==> src/rtl/i2c_bus_unstick.sv <==
module i2c_bus_unstick #(
  parameter int CLK_HZ      = 50_000_000,
  parameter int FALLBACK_HZ = 100_000,
  parameter int DIV_W       = 16,
  parameter int CNT_W       = 8
) (
  input  logic             clk,
  input  logic             rst_n,
  input  logic             start,
  input  logic [DIV_W-1:0] half_div,
  input  logic [CNT_W-1:0] max_cycles,
  input  logic             sda_in,
  output logic             scl_oe,
  output logic             busy,
  output logic             done,
  output logic             not_hung,
  output logic             recovered,
  output logic             still_hung
);

  localparam int FB_INT = CLK_HZ / (2 * FALLBACK_HZ);
  localparam logic [DIV_W-1:0] FB_HALF = DIV_W'(FB_INT);

  typedef enum logic [2:0] {S_IDLE, S_SETTLE, S_CHECK, S_LOW, S_HIGH} state_t;

  state_t           state;
  logic             sda_m, sda_q;
  logic [DIV_W-1:0] timer, half_q, half_sel;
  logic [CNT_W-1:0] limit_q, pulses;
  logic             hung;

  assign half_sel = (half_div == '0) ? FB_HALF : half_div;
  assign scl_oe   = (state == S_LOW);
  assign busy     = (state != S_IDLE);

  always_ff @(posedge clk or negedge rst_n) begin
    if (!rst_n) begin
      sda_m <= 1'b1;
      sda_q <= 1'b1;
    end else begin
      sda_m <= sda_in;
      sda_q <= sda_m;
    end
  end

  always_ff @(posedge clk or negedge rst_n) begin
    if (!rst_n) begin
      state      <= S_IDLE;
      timer      <= '0;
      half_q     <= '0;
      limit_q    <= '0;
      pulses     <= '0;
      hung       <= 1'b0;
      done       <= 1'b0;
      not_hung   <= 1'b0;
      recovered  <= 1'b0;
      still_hung <= 1'b0;
    end else begin
      case (state)
        S_IDLE: if (start) begin
          half_q     <= half_sel;
          timer      <= half_sel - 1'b1;
          limit_q    <= max_cycles;
          pulses     <= '0;
          hung       <= 1'b0;
          done       <= 1'b0;
          not_hung   <= 1'b0;
          recovered  <= 1'b0;
          still_hung <= 1'b0;
          state      <= S_SETTLE;
        end
        S_SETTLE, S_HIGH: begin
          if (timer == '0) state <= S_CHECK;
          else             timer <= timer - 1'b1;
        end
        S_LOW: begin
          if (timer == '0) begin
            timer <= half_q - 1'b1;
            state <= S_HIGH;
          end else begin
            timer <= timer - 1'b1;
          end
        end
        S_CHECK: begin
          if (sda_q) begin
            done      <= 1'b1;
            not_hung  <= ~hung;
            recovered <= hung;
            state     <= S_IDLE;
          end else if (pulses == limit_q) begin
            done       <= 1'b1;
            still_hung <= 1'b1;
            state      <= S_IDLE;
          end else begin
            hung   <= 1'b1;
            pulses <= pulses + 1'b1;
            timer  <= half_q - 1'b1;
            state  <= S_LOW;
          end
        end
        default: state <= S_IDLE;
      endcase
    end
  end

  AST_SCL_LOW_ONLY_HUNG: assert property (@(posedge clk) disable iff (!rst_n)
    scl_oe |-> hung);
  AST_IDLE_RELEASED: assert property (@(posedge clk) disable iff (!rst_n)
    !busy |-> !scl_oe);
  AST_ONE_OUTCOME: assert property (@(posedge clk) disable iff (!rst_n)
    done |-> $countones({not_hung, recovered, still_hung}) == 1);
  AST_RESULT_HOLD: assert property (@(posedge clk) disable iff (!rst_n)
    (done && !start) |=> $stable({done, not_hung, recovered, still_hung}));
  AST_BUSY_START_IGNORED: assert property (@(posedge clk) disable iff (!rst_n)
    (busy && start) |=> $stable({half_q, limit_q}));
  AST_PULSE_LIMIT: assert property (@(posedge clk) disable iff (!rst_n)
    busy |-> pulses <= limit_q);
  AST_CLEAN_NO_PULSE: assert property (@(posedge clk) disable iff (!rst_n)
    not_hung |-> pulses == '0);

endmodule

==> config.mk <==
export PLATFORM = sky130hd
export DESIGN_NAME = i2c_bus_unstick
export DESIGN_NICKNAME = d
export VERILOG_FILES = /design/src/rtl/i2c_bus_unstick.sv
export SDC_FILE = /design/constraint.sdc
export NUM_CORES = 1
export LEC_CHECK = 0
export ABC_AREA = 1
export CAP_MARGIN = 20
export CORE_MARGIN = 3
export CORE_UTILIZATION = 29
export DETAILED_ROUTE_END_ITERATION = 12
export DONT_BUFFER_PORTS = 1
export PLACE_DENSITY_LB_ADDON = 0.15
export SETUP_SLACK_MARGIN = 0.3
export SLEW_MARGIN = 25
export SYNTH_ARGS = -nofsm -noshare
export SYNTH_HDL_FRONTEND = slang
export SYNTH_SLANG_ARGS = --single-unit
export TNS_END_PERCENT = 10
==> constraint.sdc <==
create_clock -name clk -period 2.25 [get_ports clk]
set_clock_uncertainty 0.2 [all_clocks]
set_input_delay 0.1125 -clock clk [delete_from_list [all_inputs] [get_ports clk]]
set_output_delay 0.1125 -clock clk [all_outputs]
set_load 0.01 [all_outputs]
---- After elaboration in Yosys (flattened, before gate mapping) ----
Cells that the tools add are included.
word-level totals
  bits in registers ....................... 58
  input port bits ......................... 28
  output and inout bits ................... 6
  word-level logic and storage cells ...... 75
operators by class
  add/subtract/negate cells ............... 4
  eq/ne operators ......................... 14
  muxes and demuxes ....................... 30
  bitwise gates (word level) .............. 1
  reductions and logical operators ........ 14
operator list
  cell                                                                   count
  16-bit 2-to-1 mux                                                      6
  16-bit case mux with 4 select lines                                    1
  16-bit by 1-bit subtractor with 16-bit output (second input constant)  3
  16-bit zero test                                                       2
  8-bit 2-to-1 mux                                                       3
  8-bit case mux with 2 select lines                                     1
  2-bit != test (second input constant)                                  7
  3-bit case mux with 4 select lines                                     1
  1-bit case mux with 2 select lines                                     5
  3-bit 2-to-1 mux                                                       3
  3-bit AND reduction                                                    3
  8-bit by 1-bit adder with 8-bit output (second input constant)         1
  8-bit == test                                                          1
  1-bit 2-to-1 mux                                                       8
  4-bit AND reduction                                                    2
  3-bit by 2-bit == test with 1-bit output (second input constant)       2
  5-bit AND reduction                                                    1
  2-bit 2-to-1 mux                                                       2
  4-bit nonzero test                                                     1
  3-bit by 1-bit == test with 1-bit output (second input constant)       1
  3-bit == test (second input constant)                                  1
  3-bit zero test                                                        1
  3-bit != test (second input constant)                                  1
  3-bit nonzero test                                                     1
  other kinds (5)                                                        5

---- Logic depth before layout (Yosys ltp) ----
Gate-level depths: netlist of run 1.
  depth after elaboration ................. 5
  mapped depth ............................ 18
  mapped depth without buffers ............ 17

---- Worst setup path before layout of run 1 ----
Ideal clock, no wire load.
  path type ............................... input port to flip-flop
  from .................................... in half_div[7]
  to ...................................... reg timer[10]
  arrival time ............................ 1.541 ns
  data required time ...................... 1.934 ns
  setup slack ............................. 0.393 ns
  cell stages on the path ................. 18
  buffers on the path ..................... 1
  cell sequence ........................... nor2_1 -> nand2_1 -> nor2_2 -> nand2_4 -> buf_6 -> nand2_2 -> inv_2 -> ha_1 -> nand2_1 -> inv_1 -> nand3_1 -> nor2_2 -> nand2_1 -> nand2_1 -> nand3_1 -> nand2_1 -> nand2_1 -> nand2_1
between the ends
  cells in the longest elaborated chain, start to end .. 5
ends and longest elaborated chain
  item                                               RTL line  text
  start, declared                                    10        input logic [DIV_W-1:0] half_div,
  16-bit zero test                                   32        assign half_sel = (half_div == '0) ? FB_HALF : half_div;
  16-bit 2-to-1 mux (*)                              32
  16-bit by 1-bit subtractor with 16-bit output (*)  62        timer <= half_sel - 1'b1;
  16-bit 2-to-1 mux (*)                              60        S_IDLE: if (start) begin
  16-bit case mux with 4 select lines (*)            59        case (state)
  end signal, assigned                               62
  end signal, assigned                               74        else timer <= timer - 1'b1;
  end signal, assigned                               78        timer <= half_q - 1'b1;
  end, declared                                      28        logic [DIV_W-1:0] timer, half_q, half_sel;
Every way passes the cells marked *; elsewhere a longest branch is shown, timed or not. The select of a mux whose other input is x is not followed.
A chain may end at the register's enable or synchronous reset.

---- Final worst setup path of run 1 ----
  from .................................... reg state[0]
  to ...................................... reg timer[1]
between the ends
  cells in the longest elaborated chain, start to end .. 4
  elaborated cells between the ends (all ways) .. 13
ends and longest elaborated chain
  item                                                                              RTL line  text
  start, declared                                                                   26        state_t state;
  start signal, assigned                                                            48        state <= S_IDLE;
  start signal, assigned                                                            70        state <= S_SETTLE;
  start signal, assigned                                                            73        if (timer == '0) state <= S_CHECK;
  3-bit by 1-bit == test with 1-bit output / 3-bit == test (equally long branches)  59
  2-bit OR reduction                                                                59
  2-bit != test (no source line) / 4-bit nonzero test (equally long branches)       --
  5-bit AND reduction (no source line)                                              --
Parallel ways exist; a longest one is shown, timed or not.

==> results of run 1 <==
-- flip-flops by register name, summed over array words and instances (netlist names) --
name	count
not_hung	1
state	3
still_hung	1
done	1
hung	1
half_q	16
pulses	8
timer	16
sda_m	1
limit_q	8
recovered	1
sda_q	1
-- worst min-delay path by stage --
stage | from | end | slack [ns] | depth (start not counted)
floorplan | rst_n | done | -0.38 | 0
global placement | rst_n | half_q[2] | -0.38 | 0
detailed placement | rst_n | timer[5] | -0.38 | 0
CTS | half_div[0] | timer[7] | 0.01 | 5
global route | half_div[0] | timer[0] | 0.04 | 3
finish | half_div[0] | timer[7] | 0.02 | 5
-- power groups by stage --
| stage | sequential [W] | combinational (W) | clock (W) |
|---|---|---|---|
| floorplan | 0.00179 | 0.00245 | 0 |
| global placement | 0.00192 | 0.00316 | 0 |
| detailed placement | 0.00192 | 0.00314 | 0 |
| CTS | 0.00191 | 0.00331 | 0.00134 |
| global route | 0.00199 | 0.00439 | 0.00139 |
| finish | 0.00194 | 0.00392 | 0.00131 |
-- stage by stage --
step | setup WS [ns] | instances | area, µm²
floorplan | 0.3925 | 581 | 4048
global placement | 0.1931 | 756 | 4265
detailed placement | 0.1541 | 756 | 4265
CTS | 0.2286 | 805 | 4911
global route | 0.1939 | 820 | 5270
finish | 0.3200 | 820 | 5270
-- area by class of cell --
cell class,instances,area share
Clock buffer,12,0.04867
Clock inverter,4,0.004986
Inverter,80,0.05793
Multi-Input combinational cell,434,0.4680
Sequential cell,58,0.2771
Tap cell,176,0.04179
Timing Repair Buffer,56,0.1016
-- kinds of logic (layout without fill, tap and decap cells) --
family,Yosys count,after routing,share of synthesized area
simple gates,321,323,0.3552
buf+inv,91,152,0.09397
compound gates,75,75,0.1091
flops,58,58,0.3592
xor+xnor,31,31,0.06708
fa+ha+maj,5,5,0.01546
-- layer usage --
layer | routed length, µm | part of all wire | vias to the layer above | track usage
met1 | 6121 | 0.48 | 1861 | 0.2506
met4 | 219 | 0.017 | 0 | 0.05681
li1 | - | - | 1963 | -
met5 | 0 | 0 | - | 0
met3 | 668 | 0.052 | 17 | 0.03542
met2 | 5841 | 0.45 | 93 | 0.2530
-- synth_stat cells, types with 2 or more instances --
cell / number / area [µm²]
a21oi_1: 7 / 35.03
nand2_2: 9 / 56.30
o21ai_1: 14 / 70.07
buf_2: 4 / 20.02
a21boi_2: 5 / 56.30
a21oi_2: 2 / 17.52
nand3_1: 55 / 275.3
xor2_1: 21 / 183.9
o22ai_1: 5 / 31.28
nor2_4: 4 / 45.04
nor3_1: 6 / 30.03
nand4_1: 7 / 43.79
o21ai_0: 36 / 180.2
nor2_1: 64 / 240.2
xnor2_1: 10 / 87.58
dfstp_2: 2 / 52.55
clkbuf_1: 2 / 7.510
nor2_2: 10 / 62.56
nand3b_1: 3 / 22.52
inv_1: 71 / 266.5
nand2_4: 2 / 22.52
inv_2: 9 / 33.78
dfrtp_1: 56 / 1401
buf_6: 4 / 45.04
ha_1: 5 / 62.56
nand2_1: 157 / 589.3
-- repair_timing --
action	in CTS	in global routing
setup endpoints to repair	17	27
pin swaps	0	17
hold buffers	32	0
buffers inserted	0	13
resized for setup	4	62
hold endpoints to repair	97	0
cloned	1	2
-- worst max-delay path: cells and delay by family (launching register included) --
| family | cells | cell delay, ns |
|---|---|---|
| and+or+nand+nor | 5 | 0.75 |
| DFF | 1 | 0.40 |
| buffers and inverters | 3 | 0.35 |
| AOI/OAI and AO/OA | 1 | 0.10 |
-- cells in the final DEF, fill, tap and decap left out, types with 13 or more instances in the layout --
master	count
buf_4	20
dfrtp_1	51
dlygate4sd3_1	31
inv_1	66
nand2_1	150
nand3_1	50
nor2_1	53
nor2_2	13
o21ai_0	34
o21ai_1	16
xor2_1	19
==> impl_metrics.toml, run 1 <==
[route]
first_iter_violations = 307
routed_wl_mm = 12.85
drc = 0
drt_first_pass_iters = 5
wire_per_inst_um = 15.67
viasPerCell = 4.798
drt.antenna.violating_nets = 0
via_count = 3934

[final_layout]
num-nets-final = 672
multi_input_area_um2 = 2466
fillers = 1414
seq_area_um2 = 1460
diodes = 0
drive_above_1_share = 0.2003
syn_to_final_growth_pct = 30.20
final_util = 0.3917

[floorplan]
io_pins = 34
initial_core_util = 0.3009
core_area_um2 = 13450
die_w_um = 124.1
rows = 42
die-area_um2 = 15410
die_h_um = 124.1

[grt]
antenna_found_initial = 0
grt_pass1_wl_mm = 20.01
grt_pass1_vias = 3708
grt_usage = 0.1720
grt_max_degree = 59
overflow = 0

[logic_synthesis]
seq_area_frac_synth = 0.3592
synth.distinct_cells = 37
syn-cell-area_um2 = 4048
synth_top_flop_cell = "dfrtp_1"
ys_ff_latch = 58
postSynthAreaPerCell_um2 = 6.967
synth_edf_count = 0
ys.warnings.count = 0
synth-async-reset-ratio = 1.000
syn-num-nets = 614
synthCells = 581

[setup_path]
startpoint_type = "flip-flop"
r2r-end = "timer[1]"
timing.critical_path.mode_cell = "nor2_4"
cp_slowest_cell = "dfrtp_1"
rr_worst_depth = 9
end_kind = "flip-flop"
cpPeakStageDelay_ns = 0.40
crit_chain = "inv_2 -> nand2_4 -> nor2_4 -> nor2_4 -> buf_12 -> inv_1 -> nor2_1 -> nor3_1 -> o21ai_1"
cp.arrival_ns = 1.95
criticalPathCategory = "reg -> reg"
r2r_start = "state[0]"
crit_required_ns = 2.27
worstSetupStartpoint = "state[0]"
endpoint = "timer[1]"
critical_path.max_fanout = 6
r2r_slack_ns = 0.32

[pwr]
peakVddDrop_v = 0.0005059
power_frac_clock = 0.183
powerDensity_nw_per_um2 = 1361
p_int_w = 0.003838
seqPwrFrac = 0.270
swShare = 0.4651
combPwrFrac = 0.547
p_switching_w = 0.003338
total_power_w = 0.007175
p_leak_nw = 2.425

[sta]
fin_tns_setup_ns = 0
layout_min_cycle_time_ns = 1.930
timing.final.crit_share = 0.8578
tightest_slew_ns = 0.3548
hold_violations = 0
relSlewSlack = 0.7610
setup_viol_count_final = 0
rsz0062_at_grt = "true"
hold_slack_ns = 0.01900
finalMaxSlewViolations = 0
fmaxAchievable_mhz = 518.1

[clock_tree]
numCtsBuffers = 9
clock_latency_ns = 0.34
clock-sinks = 58
htreeDepth = 3
cts_tree = "yes"
clk_path_buf_depth = 2
clk_pin_slew_worst_paths_ns = 0.05
cts-root-buf = "clkbuf_16"

[worst_hold_path]
min_path_type = "in -> reg"

[job]
cap_violations = 0

[status]
status = "finished, final reports clean"

[placed_design]
gp_congestion = 0.9042
hpwl_mm = 9.074
numPortBuffers = 0
No activity file was read; power rests on OpenSTA's default activity.
==> run 2: changes to the inputs <==
--- a/config.mk
+++ b/config.mk
@@ -5,7 +5,7 @@
 export SDC_FILE = /design/constraint.sdc
 export NUM_CORES = 1
 export LEC_CHECK = 0
-export ABC_AREA = 1
+export ABC_AREA = 0
 export CAP_MARGIN = 20
 export CORE_MARGIN = 3
 export CORE_UTILIZATION = 29
==> run 2 against run 1 <==
Effect of this change:
- the flow now finishes with violations (negative setup slack)
- sequential power barely moved
- clock power is 19% higher
- sequential share of layout area down 1.1 points
- register-to-register slack worse by 0.34 ns
- critical path type unchanged
- largest cell class unchanged
- routed wire length down 12%
- largest power group unchanged
- combinational power is 24% lower
==> impl_metrics.toml, run 2 <==
[floorplan]
die_w_um = 118.2
core_area_um2 = 12160
die_h_um = 118.2
rows = 40
die-area_um2 = 13980
io_pins = 34
initial_core_util = 0.3004

[status]
status = "finished with violations"
violations = "negative setup slack"

[setup_path]
cpPeakStageDelay_ns = 0.46
crit_family = "simple AND/OR/NAND/NOR gates"
crit_chain = "inv_2 -> ha_4 -> or4b_4 -> buf_8 -> nor4b_4 -> xnor2_1 -> nor2_1 -> a221oi_2 -> o2bb2ai_1"
criticalPathCategory = "reg -> reg"
r2r_slack_ns = -0.02
cp.arrival_ns = 2.27
crit_required_ns = 2.26
startpoint_type = "flip-flop"
cp_slowest_cell = "or4b_4"
critical_path.max_fanout = 7
end_kind = "flip-flop"
crit_buf_inv = 2

[route]
first_iter_violations = 165
via_count = 3397
viasPerCell = 5.093
drt_first_pass_iters = 4
drc = 0
drt.antenna.violating_nets = 0
routed_wl_mm = 11.29
wire_per_inst_um = 16.93

[sta]
rsz0062_at_grt = "true"
setup_viol_count_final = 1
tightest_slew_ns = 0.3761
relSlewSlack = 0.7457
hold_slack_ns = 0.005170
layout_min_cycle_time_ns = 2.265
timing.final.crit_share = 1.007
finalMaxSlewViolations = 0
fmaxAchievable_mhz = 441.5
worst_slack_ns = -0.01508
hold_violations = 0
fin_tns_setup_ns = -0.01508

[placed_design]
gp_congestion = 0.8386
numPortBuffers = 0
hpwl_mm = 7.823
place_inst = 617

[clock_tree]
clock_latency_ns = 0.33
clk_path_buf_depth = 2
clock-sinks = 58
clk_pin_slew_worst_paths_ns = 0.05
numCtsBuffers = 9
cts_tree = "yes"
htreeDepth = 3
cts-root-buf = "clkbuf_16"

[logic_synthesis]
yosys-top-cells-area = "dfrtp_1, xnor2_1, mux2_2"
yosys-top-cells-count = "dfrtp_1, nor2_1, nand2_1"
syn-cell-area_um2 = 3654
synth_edf_count = 0
ys_ff_latch = 58
ys.warnings.count = 0
synth_top_flop_cell = "dfrtp_1"
synth.most_common_cell = "dfrtp_1"
synth.distinct_cells = 59
synth_top_area_cell = "dfrtp_1"
syn-num-nets = 436
postSynthAreaPerCell_um2 = 9.066
synth_top_area_frac = 0.3836
synth-async-reset-ratio = 1.000
synthCells = 403
seq_area_frac_synth = 0.3979

[final_layout]
seq_area_um2 = 1456
layout_common_cells = "buf_4, dfrtp_1, nor2_1"
drive_above_1_share = 0.3707
syn_to_final_growth_pct = 49.55
fillers = 1168
diodes = 0
top_regs = "half_q x16, timer x16"
num-nets-final = 527
final_common_cell = "buf_4"
instances_no_fill = 667
final_util = 0.4493
multi_input_area_um2 = 2487

[job]
cap_violations = 0

[grt]
antenna_found_initial = 0
grt_pass1_wl_mm = 18.71
grt_usage = 0.1668
grt_max_degree = 59
grt_pass1_vias = 3464
overflow = 0

[pwr]
powerDensity_nw_per_um2 = 1182
peakVddDrop_v = 0.0006245
total_power_w = 0.006461
p_leak_nw = 2.197

[worst_hold_path]
min_path_type = "in -> reg"
-- run 2: cell types whose count changed after synthesis, sizes merged, moves of 16 or more --
cell / delta
nor2: -29
nand2: -138
inv: -71
mux2: +17
nand3: -47
a21oi: +16
o21ai: -18
-- run 2: timing repair --
item                                    CTS  global route
buffers inserted                          3             2
hold endpoints to repair                 97             0
gates cloned                              2             0
endpoints found under the setup margin   46            52
pin swaps                                39            21
hold buffers                             27             0
gates resized for setup                  84            27
-- run 2: worst register-to-register path: cells and delay by family, from the launching register on --
family,cells,cell delay (ns)
compound gates,2,0.28
xor+xnor,1,0.14
fa+ha+maj,1,0.13
buf+inv,2,0.25
flops,1,0.39
simple gates,3,0.76
-- run 2: final cells by class --
class | count | area share
clock buffers | 11 | 0.04259
clock inverters | 5 | 0.01878
inverters | 9 | 0.006183
multi-input cells | 314 | 0.4552
flip-flops and latches | 58 | 0.2665
well taps | 168 | 0.03847
repair buffers | 102 | 0.1722
-- run 2: path summary, 6_finish.rpt --
kind / from / to / depth (start not counted)
max: half_q[0] / timer[12] / 9
min reg2reg: sda_m / sda_q / 0
max reg2reg: half_q[0] / timer[12] / 9
min: half_div[13] / timer[15] / 3
max in group asynchronous: rst_n / sda_q / 2
min in group asynchronous: rst_n / timer[8] / 2
-- run 2: cells by family after synthesis --
logic type	synth area share
flops	0.3979
simple gates	0.2445
compound gates	0.1627
xor+xnor	0.08390
buf+inv	0.03870
mux	0.05514
fa+ha+maj	0.01712
-- run 2: power breakdown --
| part | leakage [nW] | switching (W) | internal, W |
|---|---|---|---|
| clock | 0.160 | 0.000485 | 0.00108 |
| combinational | 1.35 | 0.00140 | 0.00157 |
| sequential | 0.684 | 0.000439 | 0.00149 |
| total | 2.20 | 0.00232 | 0.00414 |
-- run 2: per-layer routing --
| layer | global-route usage | part of all wire |
|---|---|---|
| met1 | 0.2314 | 0.47 |
| met2 | 0.2644 | 0.48 |
| met3 | 0.03062 | 0.033 |
| met4 | 0.05055 | 0.016 |
| met5 | 0 | 0 |
-- run 2: per-stage QoR --
| stage | cell area, µm² | setup slack (ns) |
|---|---|---|
| floorplan | 3762 | 0.03139 |
| global placement | 4399 | -0.1581 |
| detailed placement | 4399 | -0.1796 |
| CTS | 5359 | -0.01012 |
| global route | 5464 | -0.1310 |
| finish | 5464 | -0.01508 |
